$ cat src/rtl/nib_seq_pkg.sv
package nib_seq_pkg;

  localparam int OP_W    = 4;
  localparam int CW_W    = 12;
  localparam int IDX_W   = OP_W + 3;
  localparam int N_WORDS = 1 << IDX_W;

  // control word bit positions
  localparam int B_IR_LD  = 0;
  localparam int B_PC_INC = 1;
  localparam int B_PC_LD  = 2;
  localparam int B_ACC_LD = 3;
  localparam int B_FLG_LD = 4;
  localparam int B_ALU_LO = 5;
  localparam int B_BUS_LO = 7;
  localparam int B_OUT_LD = 9;
  localparam int B_RAM_RQ = 10;
  localparam int B_RAM_WR = 11;

  typedef enum logic [1:0] {ALU_PASS = 2'd0, ALU_ADD = 2'd1, ALU_NOR = 2'd2, ALU_CMP = 2'd3} alu_fn_e;
  typedef enum logic [1:0] {BUS_NONE = 2'd0, BUS_IMM = 2'd1, BUS_RAM = 2'd2, BUS_PORT = 2'd3} bus_src_e;

  function automatic logic [CW_W-1:0] data_op(input alu_fn_e fn, input bus_src_e src,
                                              input logic acc, input logic flg);
    logic [CW_W-1:0] w;
    w = '0;
    w[B_PC_INC] = 1'b1;
    w[B_ACC_LD] = acc;
    w[B_FLG_LD] = flg;
    w[B_ALU_LO +: 2] = fn;
    w[B_BUS_LO +: 2] = src;
    w[B_RAM_RQ] = (src == BUS_RAM);
    return w;
  endfunction

  function automatic logic [CW_W-1:0] jump_op(input logic taken);
    logic [CW_W-1:0] w;
    w = '0;
    w[B_PC_LD]  = taken;
    w[B_PC_INC] = ~taken;
    return w;
  endfunction

  function automatic logic [CW_W-1:0] dflt_word(input logic [OP_W-1:0] op, input logic ph,
                                                input logic cy, input logic zr);
    logic [CW_W-1:0] w;
    w = '0;
    if (!ph) begin
      w[B_IR_LD]  = 1'b1;
      w[B_PC_INC] = 1'b1;
    end else begin
      case (op)
        4'h0: w = data_op(ALU_PASS, BUS_NONE, 1'b0, 1'b0);
        4'h1: w = data_op(ALU_PASS, BUS_IMM,  1'b1, 1'b1);
        4'h2: w = data_op(ALU_PASS, BUS_RAM,  1'b1, 1'b1);
        4'h3: begin
          w = data_op(ALU_PASS, BUS_NONE, 1'b0, 1'b0);
          w[B_RAM_RQ] = 1'b1;
          w[B_RAM_WR] = 1'b1;
        end
        4'h4: w = data_op(ALU_ADD,  BUS_IMM,  1'b1, 1'b1);
        4'h5: w = data_op(ALU_ADD,  BUS_RAM,  1'b1, 1'b1);
        4'h6: w = data_op(ALU_NOR,  BUS_IMM,  1'b1, 1'b1);
        4'h7: w = jump_op(1'b1);
        4'h8: w = data_op(ALU_CMP,  BUS_IMM,  1'b0, 1'b1);
        4'h9: w = data_op(ALU_CMP,  BUS_RAM,  1'b0, 1'b1);
        4'hA: w = data_op(ALU_PASS, BUS_PORT, 1'b1, 1'b1);
        4'hB: begin
          w = data_op(ALU_PASS, BUS_NONE, 1'b0, 1'b0);
          w[B_OUT_LD] = 1'b1;
        end
        4'hC: w = jump_op(zr);
        4'hD: w = jump_op(~zr);
        4'hE: w = jump_op(cy);
        default: w = jump_op(~cy);
      endcase
    end
    return w;
  endfunction

  function automatic logic [N_WORDS*CW_W-1:0] dflt_table();
    logic [N_WORDS*CW_W-1:0] t;
    t = '0;
    for (int i = 0; i < N_WORDS; i++) begin
      logic [IDX_W-1:0] ix;
      ix = IDX_W'(i);
      t[i*CW_W +: CW_W] = dflt_word(ix[IDX_W-1:3], ix[2], ix[1], ix[0]);
    end
    return t;
  endfunction

endpackage

$ cat src/rtl/nib_state.sv
module nib_state #(
  parameter int BYTE_W = 8,
  parameter int OP_W   = 4,
  localparam int LO_W  = BYTE_W - OP_W,
  localparam int PC_W  = LO_W + BYTE_W
) (
  input  logic              clk,
  input  logic              rst,
  input  logic [BYTE_W-1:0] prog_byte,
  input  logic              ld_ir,
  input  logic              pc_inc,
  input  logic              pc_load,
  output logic              phase,
  output logic [BYTE_W-1:0] ir,
  output logic [PC_W-1:0]   pc
);

  always_ff @(posedge clk) begin
    if (rst) begin
      phase <= 1'b0;
      ir    <= '0;
      pc    <= '0;
    end else begin
      phase <= ~phase;
      if (ld_ir) ir <= prog_byte;
      if (pc_load)     pc <= {ir[LO_W-1:0], prog_byte};
      else if (pc_inc) pc <= pc + 1'b1;
    end
  end

  AST_PHASE_FLIPS: assert property (@(posedge clk) disable iff (rst)
    !rst |=> phase != $past(phase));
  AST_PC_STEP: assert property (@(posedge clk) disable iff (rst)
    (pc_inc && !pc_load) |=> pc == PC_W'($past(pc) + 1'b1));
  AST_PC_HOLD: assert property (@(posedge clk) disable iff (rst)
    (!pc_inc && !pc_load) |=> $stable(pc));
  AST_PC_JUMP: assert property (@(posedge clk) disable iff (rst)
    pc_load |=> pc == {$past(ir[LO_W-1:0]), $past(prog_byte)});
  AST_IR_CAPTURE: assert property (@(posedge clk) disable iff (rst)
    ld_ir |=> ir == $past(prog_byte));

endmodule

$ cat src/rtl/nib_ucode_rom.sv
module nib_ucode_rom #(
  parameter int OP_W = 4,
  parameter int CW_W = 12,
  localparam int IDX_W   = OP_W + 3,
  localparam int N_WORDS = 1 << IDX_W,
  parameter logic [N_WORDS*CW_W-1:0] UCODE = '0
) (
  input  logic [OP_W-1:0] op,
  input  logic            phase,
  input  logic            carry,
  input  logic            zero,
  output logic [CW_W-1:0] word
);

  logic [CW_W-1:0]  tbl [N_WORDS];
  logic [IDX_W-1:0] idx;

  for (genvar g = 0; g < N_WORDS; g++) begin : g_entry
    assign tbl[g] = UCODE[g*CW_W +: CW_W];
  end

  assign idx  = {op, phase, carry, zero};
  assign word = tbl[idx];

endmodule

$ cat src/rtl/nib_ram_gate.sv
module nib_ram_gate (
  input  logic clk,
  input  logic rst,
  input  logic req,
  input  logic wr,
  output logic ce_n,
  output logic we_n
);

  assign ce_n = ~req | clk;
  assign we_n = ~wr;

  AST_CE_QUIET_HIGH: assert property (@(negedge clk) disable iff (rst)
    !rst |-> ce_n);
  AST_WE_WITH_REQ: assert property (@(posedge clk) disable iff (rst)
    !we_n |-> req);

endmodule

$ cat src/rtl/nib_seq.sv
module nib_seq #(
  parameter int BYTE_W = 8,
  parameter int OP_W   = nib_seq_pkg::OP_W,
  parameter int CW_W   = nib_seq_pkg::CW_W,
  parameter logic [(1 << (OP_W + 3))*CW_W-1:0] UCODE = nib_seq_pkg::dflt_table()
) (
  input  logic                             clk,
  input  logic                             rst,
  input  logic [BYTE_W-1:0]                prog_byte,
  input  logic                             flag_carry,
  input  logic                             flag_zero,
  output logic [2*BYTE_W-OP_W-1:0]         prog_addr,
  output logic                             phase,
  output logic [CW_W-1:0]                  uword,
  output logic [2*BYTE_W-OP_W-1:0]         data_addr,
  output logic                             ram_ce_n,
  output logic                             ram_we_n
);
  import nib_seq_pkg::*;

  localparam int LO_W = BYTE_W - OP_W;
  localparam int PC_W = LO_W + BYTE_W;

  logic [BYTE_W-1:0] ir;
  logic [PC_W-1:0]   pc;
  logic [OP_W-1:0]   op_sel;
  logic [CW_W-1:0]   word;

  assign op_sel = phase ? ir[BYTE_W-1 -: OP_W] : prog_byte[BYTE_W-1 -: OP_W];

  nib_state #(.BYTE_W(BYTE_W), .OP_W(OP_W)) u_state (
    .clk       (clk),
    .rst       (rst),
    .prog_byte (prog_byte),
    .ld_ir     (word[B_IR_LD]),
    .pc_inc    (word[B_PC_INC]),
    .pc_load   (word[B_PC_LD]),
    .phase     (phase),
    .ir        (ir),
    .pc        (pc)
  );

  nib_ucode_rom #(.OP_W(OP_W), .CW_W(CW_W), .UCODE(UCODE)) u_rom (
    .op    (op_sel),
    .phase (phase),
    .carry (flag_carry),
    .zero  (flag_zero),
    .word  (word)
  );

  nib_ram_gate u_gate (
    .clk  (clk),
    .rst  (rst),
    .req  (word[B_RAM_RQ]),
    .wr   (word[B_RAM_WR]),
    .ce_n (ram_ce_n),
    .we_n (ram_we_n)
  );

  assign prog_addr = pc;
  assign uword     = word;
  assign data_addr = {ir[LO_W-1:0], prog_byte};

  AST_ADDR_FOLLOWS_BYTE: assert property (@(posedge clk) disable iff (rst)
    phase |-> data_addr[BYTE_W-1:0] == prog_byte);

endmodule

$ cat config.mk
export PLATFORM = sky130hd
export DESIGN_NAME = nib_seq
export DESIGN_NICKNAME = d
export VERILOG_FILES = /design/src/rtl/nib_seq_pkg.sv /design/src/rtl/nib_state.sv /design/src/rtl/nib_ucode_rom.sv /design/src/rtl/nib_ram_gate.sv /design/src/rtl/nib_seq.sv
export SDC_FILE = /design/constraint.sdc
export NUM_CORES = 1
export LEC_CHECK = 0
export BUFFER_PORTS_ARGS = -buffer_cell sky130_fd_sc_hd__buf_2
export CAP_MARGIN = 25
export CORE_MARGIN = 1
export CORE_UTILIZATION = 45
export CTS_CLUSTER_DIAMETER = 150
export CTS_CLUSTER_SIZE = 24
export DETAILED_ROUTE_END_ITERATION = 10
export PLACE_DENSITY = 0.77
export SLEW_MARGIN = 0
export SYNTH_ARGS = -nofsm -noshare
export SYNTH_HDL_FRONTEND = slang
export SYNTH_SLANG_ARGS = --single-unit
$ cat constraint.sdc
create_clock -name clk -period 2.05 [get_ports clk]
set_input_delay 0.205 -clock clk [delete_from_list [all_inputs] [get_ports clk]]
set_output_delay 0.205 -clock clk [all_outputs]
set_load 0.05 [all_outputs]
==> results of run 1 <==
-- cell families (layout without fill, tap and decap cells) --
family / after synthesis / in the layout / synth area share [%]
adders and majority gates: 1 / 1 / 0.955
DFF: 21 / 21 / 32.1
xor gates and xnor gates: 11 / 11 / 7.35
buffers and inverters: 32 / 67 / 16.0
and+or+nand+nor: 61 / 61 / 20.2
muxes: 10 / 10 / 7.64
AOI/OAI and AO/OA: 21 / 21 / 15.7
-- report_power, final --
group          switching [mW]  internal, mW  leakage (nW)  total [mW]
Sequential             0.0255         0.428         0.174       0.453
Combinational           0.193        0.0740         0.485       0.268
Clock                   0.155         0.145        0.0311       0.300
-- registers in the layout, indices dropped and copies added (netlist names) --
signal and count:
u_state.ir 8, u_state.pc 12, u_state.phase 1
-- through the flow --
step	cells	setup WS [ps]	utilization [%]
after global routing	223	1.25	56.2
after detailed placement	215	273	53.1
final	223	98.6	56.2
after global placement	215	276	53.1
after CTS	222	1.88	55.4
after floorplan	157	-31.5	-
-- worst register-to-register path, delay by kind of cell (launching register included) --
| kind | cells | cell delay, ps |
|---|---|---|
| AOI/OAI and AO/OA | 1 | 270 |
| buffers and inverters | 2 | 340 |
| DFF | 1 | 430 |
| muxes | 2 | 400 |
| and+or+nand+nor | 2 | 140 |
-- timing repair --
action                                  4_1_cts  5_1_grt
gates cloned                                  0        0
endpoints found under the setup margin        5        6
pin swaps                                     0        1
gates resized for setup                       5        5
hold endpoints to repair                      0        0
buffers inserted                              0        1
-- final timing paths --
kind	from	end	slack [ps]	cells after the start
worst max-delay path	u_state.ir[6]	uword[11]	100	4
worst min-delay path	prog_byte[1]	u_state.ir[1]	30	3
worst max register to register	u_state.ir[5]	u_state.pc[1]	370	7
worst min register to register	u_state.ir[3]	u_state.pc[11]	530	2
-- layout make-up --
type                            count  area [um2]  share of cell area (%)
Timing Repair Buffer               53         295                    19.1
Multi-Input combinational cell    104         706                    45.6
Clock buffer                        7        50.0                    3.23
Inverter                            6        22.5                    1.45
Tap cell                           31        38.8                    2.50
Sequential cell                    21         429                    27.7
Clock inverter                      1        7.51                   0.485
-- metal layers --
layer  part of all wire, %  track usage [%]  vias up
met3                   5.1             6.51        0
met1                    44             22.2      527
li1                      -                -      581
met4                     0             5.92        0
met5                     0                0        -
met2                    50             30.8       32
-- placed cells by master, fill, tap and decap left out, drive strengths merged --
cell / count
buf: 52
inv: 6
clkbuf: 8
o21a: 1
nor3b: 1
nand3: 8
o22a: 1
nor2: 34
a21oi: 7
nor4: 2
dfxtp: 21
nor2b: 1
mux2i: 10
or3: 1
nand2b: 3
xor2: 4
ha: 1
clkinvlp: 1
xnor2: 7
o311ai: 1
a211oi: 11
nor3: 2
nand2: 8
nand4: 1
==> flow_metrics.tcl, run 1 <==
set metrics [dict create \
    drt-wirelength-per-cell_um 11.9 \
    syn_area_cell_um2 8.34 \
    total_global_routing_overflow 0 \
    finClkSkew_ps 8.41 \
    max_stage_delay_ps 410 \
    min_period_ps 1950 \
    synth_nets 170 \
    yosys.cell_types.count 27 \
    initialDrtViolationCount 18 \
    crit_buf_inv 2 \
    dr_total_vias 1140 \
    die-width_um 56.0 \
    ys_seq_elements 21 \
    synth-async-reset-ratio_pct 0 \
    antenna_found_initial 0 \
    start_util_pct 47.5 \
    yosys_warnings 0 \
    critPathRequiredTime_ps 1850 \
    worstHoldPathType "in -> reg" \
    total_power_mw 1.02 \
    outcome "finished clean" \
    global_route_wire_length_before_repair_um 4550 \
    clock_pin_slew_on_the_worst_setup_and_hold_paths_ps 120 \
    setup_tns_ps 0 \
    groute.usage.overall_pct 18.4 \
    total_leakage_power_nw 0.690 \
    synth_seq_area_share_pct 32.1 \
    worstPathCellList "nand2b_1 > or3_1 > inv_1 > buf_2" \
    synthDominantCellAreaShare_pct 32.1 \
    finalSetupViolCount 0 \
    maxSlewViolCount 0 \
    nets 206 \
    route.detailed.drc 0 \
    postSynth.topFlopCell "dfxtp_1" \
    floorplan.die.height_um 56.0 \
    worst_slew_pin_slew_ps 452 \
    startpoint_type_of_the_worst_setup_path "flop" \
    hpwlAfterDp_um 1960 \
    gp_congestion 0.918 \
    floorplan.io_pins 51 \
    area_growth_pct 18.2 \
    critical_path.slowest_cell "dfxtp_2" \
    critPathTopFamily "simple AND/OR/NAND/NOR gates" \
    num_rows 19 \
    routed_via_density 5.11 \
    syn-cell-area_mm2 0.00131 \
    timing.fmax_mhz 512 \
    firstDrtPassIters 4 \
    antenna_violating_nets_post_route 0 \
    finalInstanceArea_mm2 0.00155 \
    maxCapViolCount 0 \
    dpl-instance-area_mm2 0.00146 \
    post-route-period-util_pct 95.2 \
    clk-insertion-delay-late_ps 420 \
    power_density_mw_per_mm2 659 \
    floorplan.die_area_mm2 0.00313 \
    cts.hold.buffers_added 0 \
    filler_cell_count 273 \
    rsz0062_at_grt "false" \
    via_count_of_the_first_global_routing_pass 1060 \
    tritoncts "yes" \
    synth_common_cells "34 x nor2_1, 21 x dfxtp_1, 19 x buf_4" \
    post_synth_main_area_contributors "dfxtp_1 32%, buf_4 11%, nor2_1 9.7%" \
    numPortBuffers 50 \
    worst_ir_drop_vdd_mv 0.590 \
    design.core.area_mm2 0.00276 \
    endpoint_kind "output port" \
    crit_fanout 11 \
    drive_gt1_share_pct 42.2 \
    crit_path_arrival_time_ps 1750 \
    grt_start_max_net_pins 24 \
    yosys.cell_count.top_type "nor2_1" \
    number_of_enable_flip_flop_cells_after_synthesis 0 \
    synthCells 157 \
    worst-setup-path-type "reg -> out" \
    dominant_cell_type_by_area_after_synthesis "dfxtp_1" \
    timing_hold_violations_final 0 \
    wirelength_um 2660 \
    insertedDiodeCount 0 \
    whs_ps 31.2 \
    worst_slew_margin_rel_pct 69.9 \
]
Note: power is estimated with default switching activity, not from simulation.
==> run 2: changes to the inputs <==
--- a/config.mk
+++ b/config.mk
@@ -9,10 +9,13 @@
 export CAP_MARGIN = 25
 export CORE_MARGIN = 1
 export CORE_UTILIZATION = 45
+export CTS_BUF_LIST = sky130_fd_sc_hd__clkbuf_8
 export CTS_CLUSTER_DIAMETER = 150
 export CTS_CLUSTER_SIZE = 24
 export DETAILED_ROUTE_END_ITERATION = 10
+export GPL_ROUTABILITY_DRIVEN = 0
 export PLACE_DENSITY = 0.77
+export REMOVE_ABC_BUFFERS = 1
 export SLEW_MARGIN = 0
 export SYNTH_ARGS = -nofsm -noshare
 export SYNTH_HDL_FRONTEND = slang
==> run 2 against run 1 <==
Net effect:
- critical path depth grew 1
- cell count is the same
- combinational power shrank 3%
- clock skew shrank 4.2 ps
- first-iteration DRC count grew 130%
- sequential share of layout area shrank 0.13 points
- die area is the same
- non-clock buffer count is the same
- clock power grew 46%
- via count shrank 0.88%
- largest cell class unchanged
- largest power group unchanged
==> flow_metrics.tcl, run 2 (same netlist as run 1, synthesis figures left out) <==
set metrics [dict create \
    outcome "finished clean" \
    layout.cells.most_common_list "49 x buf_2, 34 x nor2_1, 19 x dfxtp_1, 10 x mux2i_1, 9 x a211oi_2" \
    clock_pin_slew_on_the_worst_setup_and_hold_paths_ps 80 \
    setup_tns_ps 0 \
    grt_start_max_net_pins 22 \
    via_count_of_the_first_global_routing_pass 1029 \
    layout_top_registers "u_state.pc x12, u_state.ir x8, u_state.phase x1" \
    power.sequential.fraction_pct 39.5 \
    clk-insertion-delay-late_ps 360 \
    numPortBuffers 50 \
    critPathTopFamily "flip-flops" \
    timing_hold_violations_final 0 \
    crit_top_cell "nand2b_1" \
    hpwlAfterDp_um 2040 \
    worst_ir_drop_vdd_mv 0.633 \
    crit_fanout 11 \
    worstPathCellList "nand2b_1 > a21oi_1 > o21a_1 > nand2b_1 > buf_2" \
    rsz0062_at_grt "false" \
    min_period_ps 1940 \
    switching_power_mw 0.386 \
    startpoint_type_of_the_worst_setup_path "flop" \
    largest_reg_flops 12 \
    total_global_routing_overflow 0 \
    worst_slew_pin_slew_ps 460 \
    antenna_violating_nets_post_route 0 \
    critPathRequiredTime_ps 1850 \
    finalSetupViolCount 0 \
    total_power_mw 1.15 \
    num_rows 19 \
    floorplan.die_area_mm2 0.00313 \
    worst-setup-path-type "reg -> out" \
    sw_frac_of_total_pct 33.5 \
    insertedDiodeCount 0 \
    final_common_cell "buf_2" \
    design.core.area_mm2 0.00276 \
    filler_cell_count 275 \
    route.detailed.drc 0 \
    firstDrtPassIters 4 \
    total_leakage_power_nw 0.701 \
    finClkSkew_ps 4.19 \
    drive_gt1_share_pct 39.1 \
    critical_path.slowest_cell "dfxtp_1" \
    worst_slew_margin_rel_pct 69.4 \
    max_stage_delay_ps 580 \
    post-route-period-util_pct 94.6 \
    p_clk_share_pct 37.9 \
    pwr-share-comb_pct 22.5 \
    die-width_um 56.0 \
    power_density_mw_per_mm2 746 \
    post-place-ws_ps 257 \
    floorplan.io_pins 51 \
    crit_path_arrival_time_ps 1730 \
    floorplan.die.height_um 56.0 \
    worstHoldPathType "in -> reg" \
    wirelength_um 2790 \
    tritoncts "yes" \
    maxSlewViolCount 0 \
    groute.usage.overall_pct 19.3 \
    drt-wirelength-per-cell_um 12.5 \
    nets 206 \
    area_growth_pct 17.8 \
    crit_buf_inv 1 \
    initialDrtViolationCount 41 \
    largest-register "u_state.pc" \
    routed_via_density 5.07 \
    postLayoutSetupSlackWorst_ps 110 \
    global_route_wire_length_before_repair_um 4510 \
    antenna_found_initial 0 \
    endpoint_kind "output port" \
    start_util_pct 47.5 \
    dr_total_vias 1130 \
    power_report.internal_total_mw 0.765 \
    cts.hold.buffers_added 0 \
    timing.fmax_mhz 516 \
    maxCapViolCount 0 \
]
==> run 2: tightest hold or removal path, stage by stage <==
cell     delay (ps)
buf_2           100
mux2i_1          60
nor2_1           70
==> run 2: power by group through the flow <==
stage	combinational, mW	clock, mW	sequential [mW]
CTS	0.260	0.446	0.455
detailed placement	0.258	0.0133	0.465
floorplan	0.104	0.0120	0.515
global placement	0.258	0.0133	0.464
global route	0.274	0.468	0.459
finish	0.259	0.437	0.455
==> run 2: per-stage QoR <==
stage / cell area, um2 / util (%) / cells / hold WS [ps]
floorplan: 1120 / - / 131 / 270
global placement: 1440 / 52.3 / 216 / 467
detailed placement: 1440 / 52.3 / 216 / 472
CTS: 1540 / 55.8 / 223 / 104
global route: 1540 / 55.9 / 223 / 112
finish: 1540 / 55.9 / 223 / 102
==> run 2: final cells by class <==
cell class	instances	area [um2]	area share, %
Inverter	6	22.5	1.46
Multi-Input combinational cell	104	686	44.4
Timing Repair Buffer	53	278	18.0
Tap cell	31	38.8	2.51
Clock inverter	1	5.00	0.324
Clock buffer	7	87.6	5.68
Sequential cell	21	425	27.6
==> run 2: timing repair <==
action / 4_1_cts / 5_1_grt
gates resized for setup: 2 / 3
setup buffers: 0 / 0
setup endpoints to repair: 2 / 2
==> run 2: path summary, 6_finish.rpt <==
path	from	cells after the start	slack [ps]	end
hold / removal	prog_byte[1]	3	100	u_state.pc[1]
setup / recovery	u_state.ir[6]	5	110	ram_ce_n
hold reg to reg	u_state.ir[3]	2	530	u_state.pc[11]
setup reg to reg	u_state.ir[7]	7	340	u_state.pc[1]
==> run 2: layer usage <==
metal | vias to the layer above | share of wire, % | global-route usage, %
li1 | 579 | - | -
met1 | 500 | 46 | 22.4
met2 | 47 | 45 | 29.4
met3 | 4 | 7.7 | 8.14
met4 | 0 | 1.7 | 11.8
met5 | - | 0 | 0
==> run 3: changes to the inputs <==
--- a/config.mk
+++ b/config.mk
@@ -7,14 +7,16 @@
 export LEC_CHECK = 0
 export BUFFER_PORTS_ARGS = -buffer_cell sky130_fd_sc_hd__buf_2
 export CAP_MARGIN = 25
+export CELL_PAD_IN_SITES_DETAIL_PLACEMENT = 0
+export CELL_PAD_IN_SITES_GLOBAL_PLACEMENT = 1
 export CORE_MARGIN = 1
-export CORE_UTILIZATION = 45
+export CORE_UTILIZATION = 36
 export CTS_BUF_LIST = sky130_fd_sc_hd__clkbuf_8
 export CTS_CLUSTER_DIAMETER = 150
 export CTS_CLUSTER_SIZE = 24
 export DETAILED_ROUTE_END_ITERATION = 10
 export GPL_ROUTABILITY_DRIVEN = 0
-export PLACE_DENSITY = 0.77
+export PLACE_DENSITY = 0.84
 export REMOVE_ABC_BUFFERS = 1
 export SLEW_MARGIN = 0
 export SYNTH_ARGS = -nofsm -noshare
==> run 3 against run 2 <==
Net effect:
- count of clock-buffer cells in the layout stayed put
- sequential power is essentially flat
- total power decreased by 0.50%
- setup slack worse by 3.2 ps
- die area up 24%
- hold slack lost 4.8 ps
- combinational power up 2%
- flip-flop and latch count stayed put
- cell area up 2.0%
- sequential share of layout area shrank 0.63 points
- global-route usage is 2.8 points lower
==> flow_metrics.tcl, run 3 (same netlist as run 1, synthesis figures left out) <==
set metrics [dict create \
    outcome "finished clean" \
    hold-path-endpoint "u_state.pc[1]" \
    largest_reg_flops 12 \
    route.detailed.drc 0 \
    worstHoldPathType "in -> reg" \
    groute.usage.overall_pct 16.4 \
    maxSlewViolCount 0 \
    initialDrtViolationCount 33 \
    critical_path.slowest_cell "dfxtp_1" \
    numPortBuffers 50 \
    via_count_of_the_first_global_routing_pass 1122 \
    layout_top_registers "u_state.pc x12, u_state.ir x8, u_state.phase x1" \
    design.core.area_mm2 0.00342 \
    crit_path_arrival_time_ps 1740 \
    max_stage_delay_ps 410 \
    finalInstanceArea_mm2 0.00157 \
    critPathRequiredTime_ps 1850 \
    dr_total_vias 1126 \
    floorplan.die_area_mm2 0.00388 \
    final_common_cell "buf_2" \
    startpoint_type_of_the_worst_setup_path "flop" \
    crit_top_cell "inv_1" \
    firstDrtPassIters 4 \
    maxCapViolCount 0 \
    timing_hold_violations_final 0 \
    worst-setup-path-type "reg -> out" \
    die-width_um 62.3 \
    hp-start "prog_byte[1]" \
    setup.reg_to_reg.worst_slack_ps 260 \
    post-route-period-util_pct 94.8 \
    worst_slew_margin_rel_pct 67.7 \
    insertedDiodeCount 0 \
    antenna_found_initial 0 \
    total_power_mw 1.15 \
    finClkSkew_ps 2.08 \
    total_leakage_power_nw 0.712 \
    setup_tns_ps 0 \
    clk-insertion-delay-late_ps 360 \
    clock_pin_slew_on_the_worst_setup_and_hold_paths_ps 70 \
    worst_r2r_path_depth 8 \
    worstPathCellList "inv_1 > nor4_2 > o311ai_4 > inv_1 > buf_2" \
    total_global_routing_overflow 0 \
    area_growth_pct 20.2 \
    critPathTopFamily "buffers and inverters" \
    num_rows 21 \
    postLayoutSetupSlackWorst_ps 107 \
    rsz0062_at_grt "false" \
    nets 208 \
    grt_start_max_net_pins 22 \
    layout.cells.most_common_list "49 x buf_2, 34 x nor2_1, 18 x dfxtp_1, 10 x mux2i_1, 9 x a211oi_2" \
    tritoncts "yes" \
    crit_fanout 5 \
    worst_r2r_startpoint "u_state.ir[5]" \
    holdPathStages 3 \
    power_density_mw_per_mm2 728 \
    drive_gt1_share_pct 39.7 \
    endpoint_kind "output port" \
    drt-wirelength-per-cell_um 11.9 \
    hpwlAfterDp_um 2120 \
    timing.fmax_mhz 515 \
    wirelength_um 2870 \
    global_route_wire_length_before_repair_um 5020 \
    dpl-instance-area_mm2 0.00147 \
    routed_via_density 4.69 \
    floorplan.io_pins 51 \
    r2r_end "u_state.pc[1]" \
    post-place-ws_ps 219 \
    crit_buf_inv 3 \
    largest-register "u_state.pc" \
    finalSetupViolCount 0 \
    filler_cell_count 363 \
    start_util_pct 38.4 \
    worst_ir_drop_vdd_mv 0.398 \
    min_period_ps 1940 \
    worst_slew_pin_slew_ps 485 \
    place.detailed.instances 232 \
    antenna_violating_nets_post_route 0 \
    floorplan.die.height_um 62.3 \
    layoutNonFillerInstCount 240 \
]
==> run 3: how the worst max path moves through the flow <==
| stage | startpoint | cells past startpoint | end | slack, ps |
|---|---|---|---|---|
| 6_report | u_state.ir[7] | 5 | uword[2] | 110 |
| 5_1_grt | u_state.ir[5] | 7 | ram_ce_n | 0.08 |
| 4_1_cts | u_state.ir[4] | 5 | uword[2] | 30 |
| 3_5_place_dp | u_state.ir[4] | 6 | u_state.pc[1] | 220 |
| 3_3_place_gp | u_state.ir[4] | 6 | u_state.pc[1] | 250 |
| 2_1_floorplan | u_state.phase | 2 | uword[5] | -950 |
==> run 3: stage by stage <==
step,utilization [%],hold slack (ps)
2_1_floorplan,-,270
3_5_place_dp,43.0,472
3_3_place_gp,43.0,472
6_report,46.1,97.4
4_1_cts,46.0,94.7
5_1_grt,46.1,114
==> run 3: area by class of cell <==
class / instances / area (um2) / area share [%]
clock buffer: 7 / 87.6 / 5.56
clock inverter: 1 / 3.75 / 0.238
inverter: 6 / 22.5 / 1.43
multi-input combinational: 104 / 686 / 43.6
sequential: 21 / 424 / 26.9
tap: 46 / 57.6 / 3.66
timing repair buffer: 55 / 293 / 18.6
==> run 3: timing repair <==
item | 4_1_cts | 5_1_grt
gates resized for setup | 2 | 3
hold buffers | 0 | 0
pin swaps | 1 | 0
endpoints found under the setup margin | 2 | 6
buffers inserted | 1 | 0
==> run 3: report_power, final <==
group	leakage (nW)	total, mW	internal (mW)	switching (mW)
sequential	0.173	0.456	0.429	0.0271
clock	0.0518	0.427	0.264	0.163
combinational	0.487	0.263	0.0731	0.190
total	0.712	1.15	0.766	0.380
==> run 3: worst reg2reg max path, delay by kind of cell, from the launching register on <==
| kind | cells | cell delay, ps |
|---|---|---|
| AO/OA/AOI/OAI | 2 | 440 |
| flip-flops | 1 | 330 |
| multiplexers | 1 | 190 |
| AND/OR/NAND/NOR | 2 | 140 |
| buffers and inverters | 3 | 580 |
==> run 3: per-layer routing <==
metal | part of all wire (%) | track usage, % | up-vias | wire (um)
met2 | 44 | 26.1 | 48 | 1250
met4 | 1.1 | 5.81 | 0 | 31
met5 | 0 | 0 | - | 0
met1 | 49 | 19.9 | 493 | 1390
met3 | 6.8 | 6.80 | 7 | 194
li1 | - | - | 578 | -
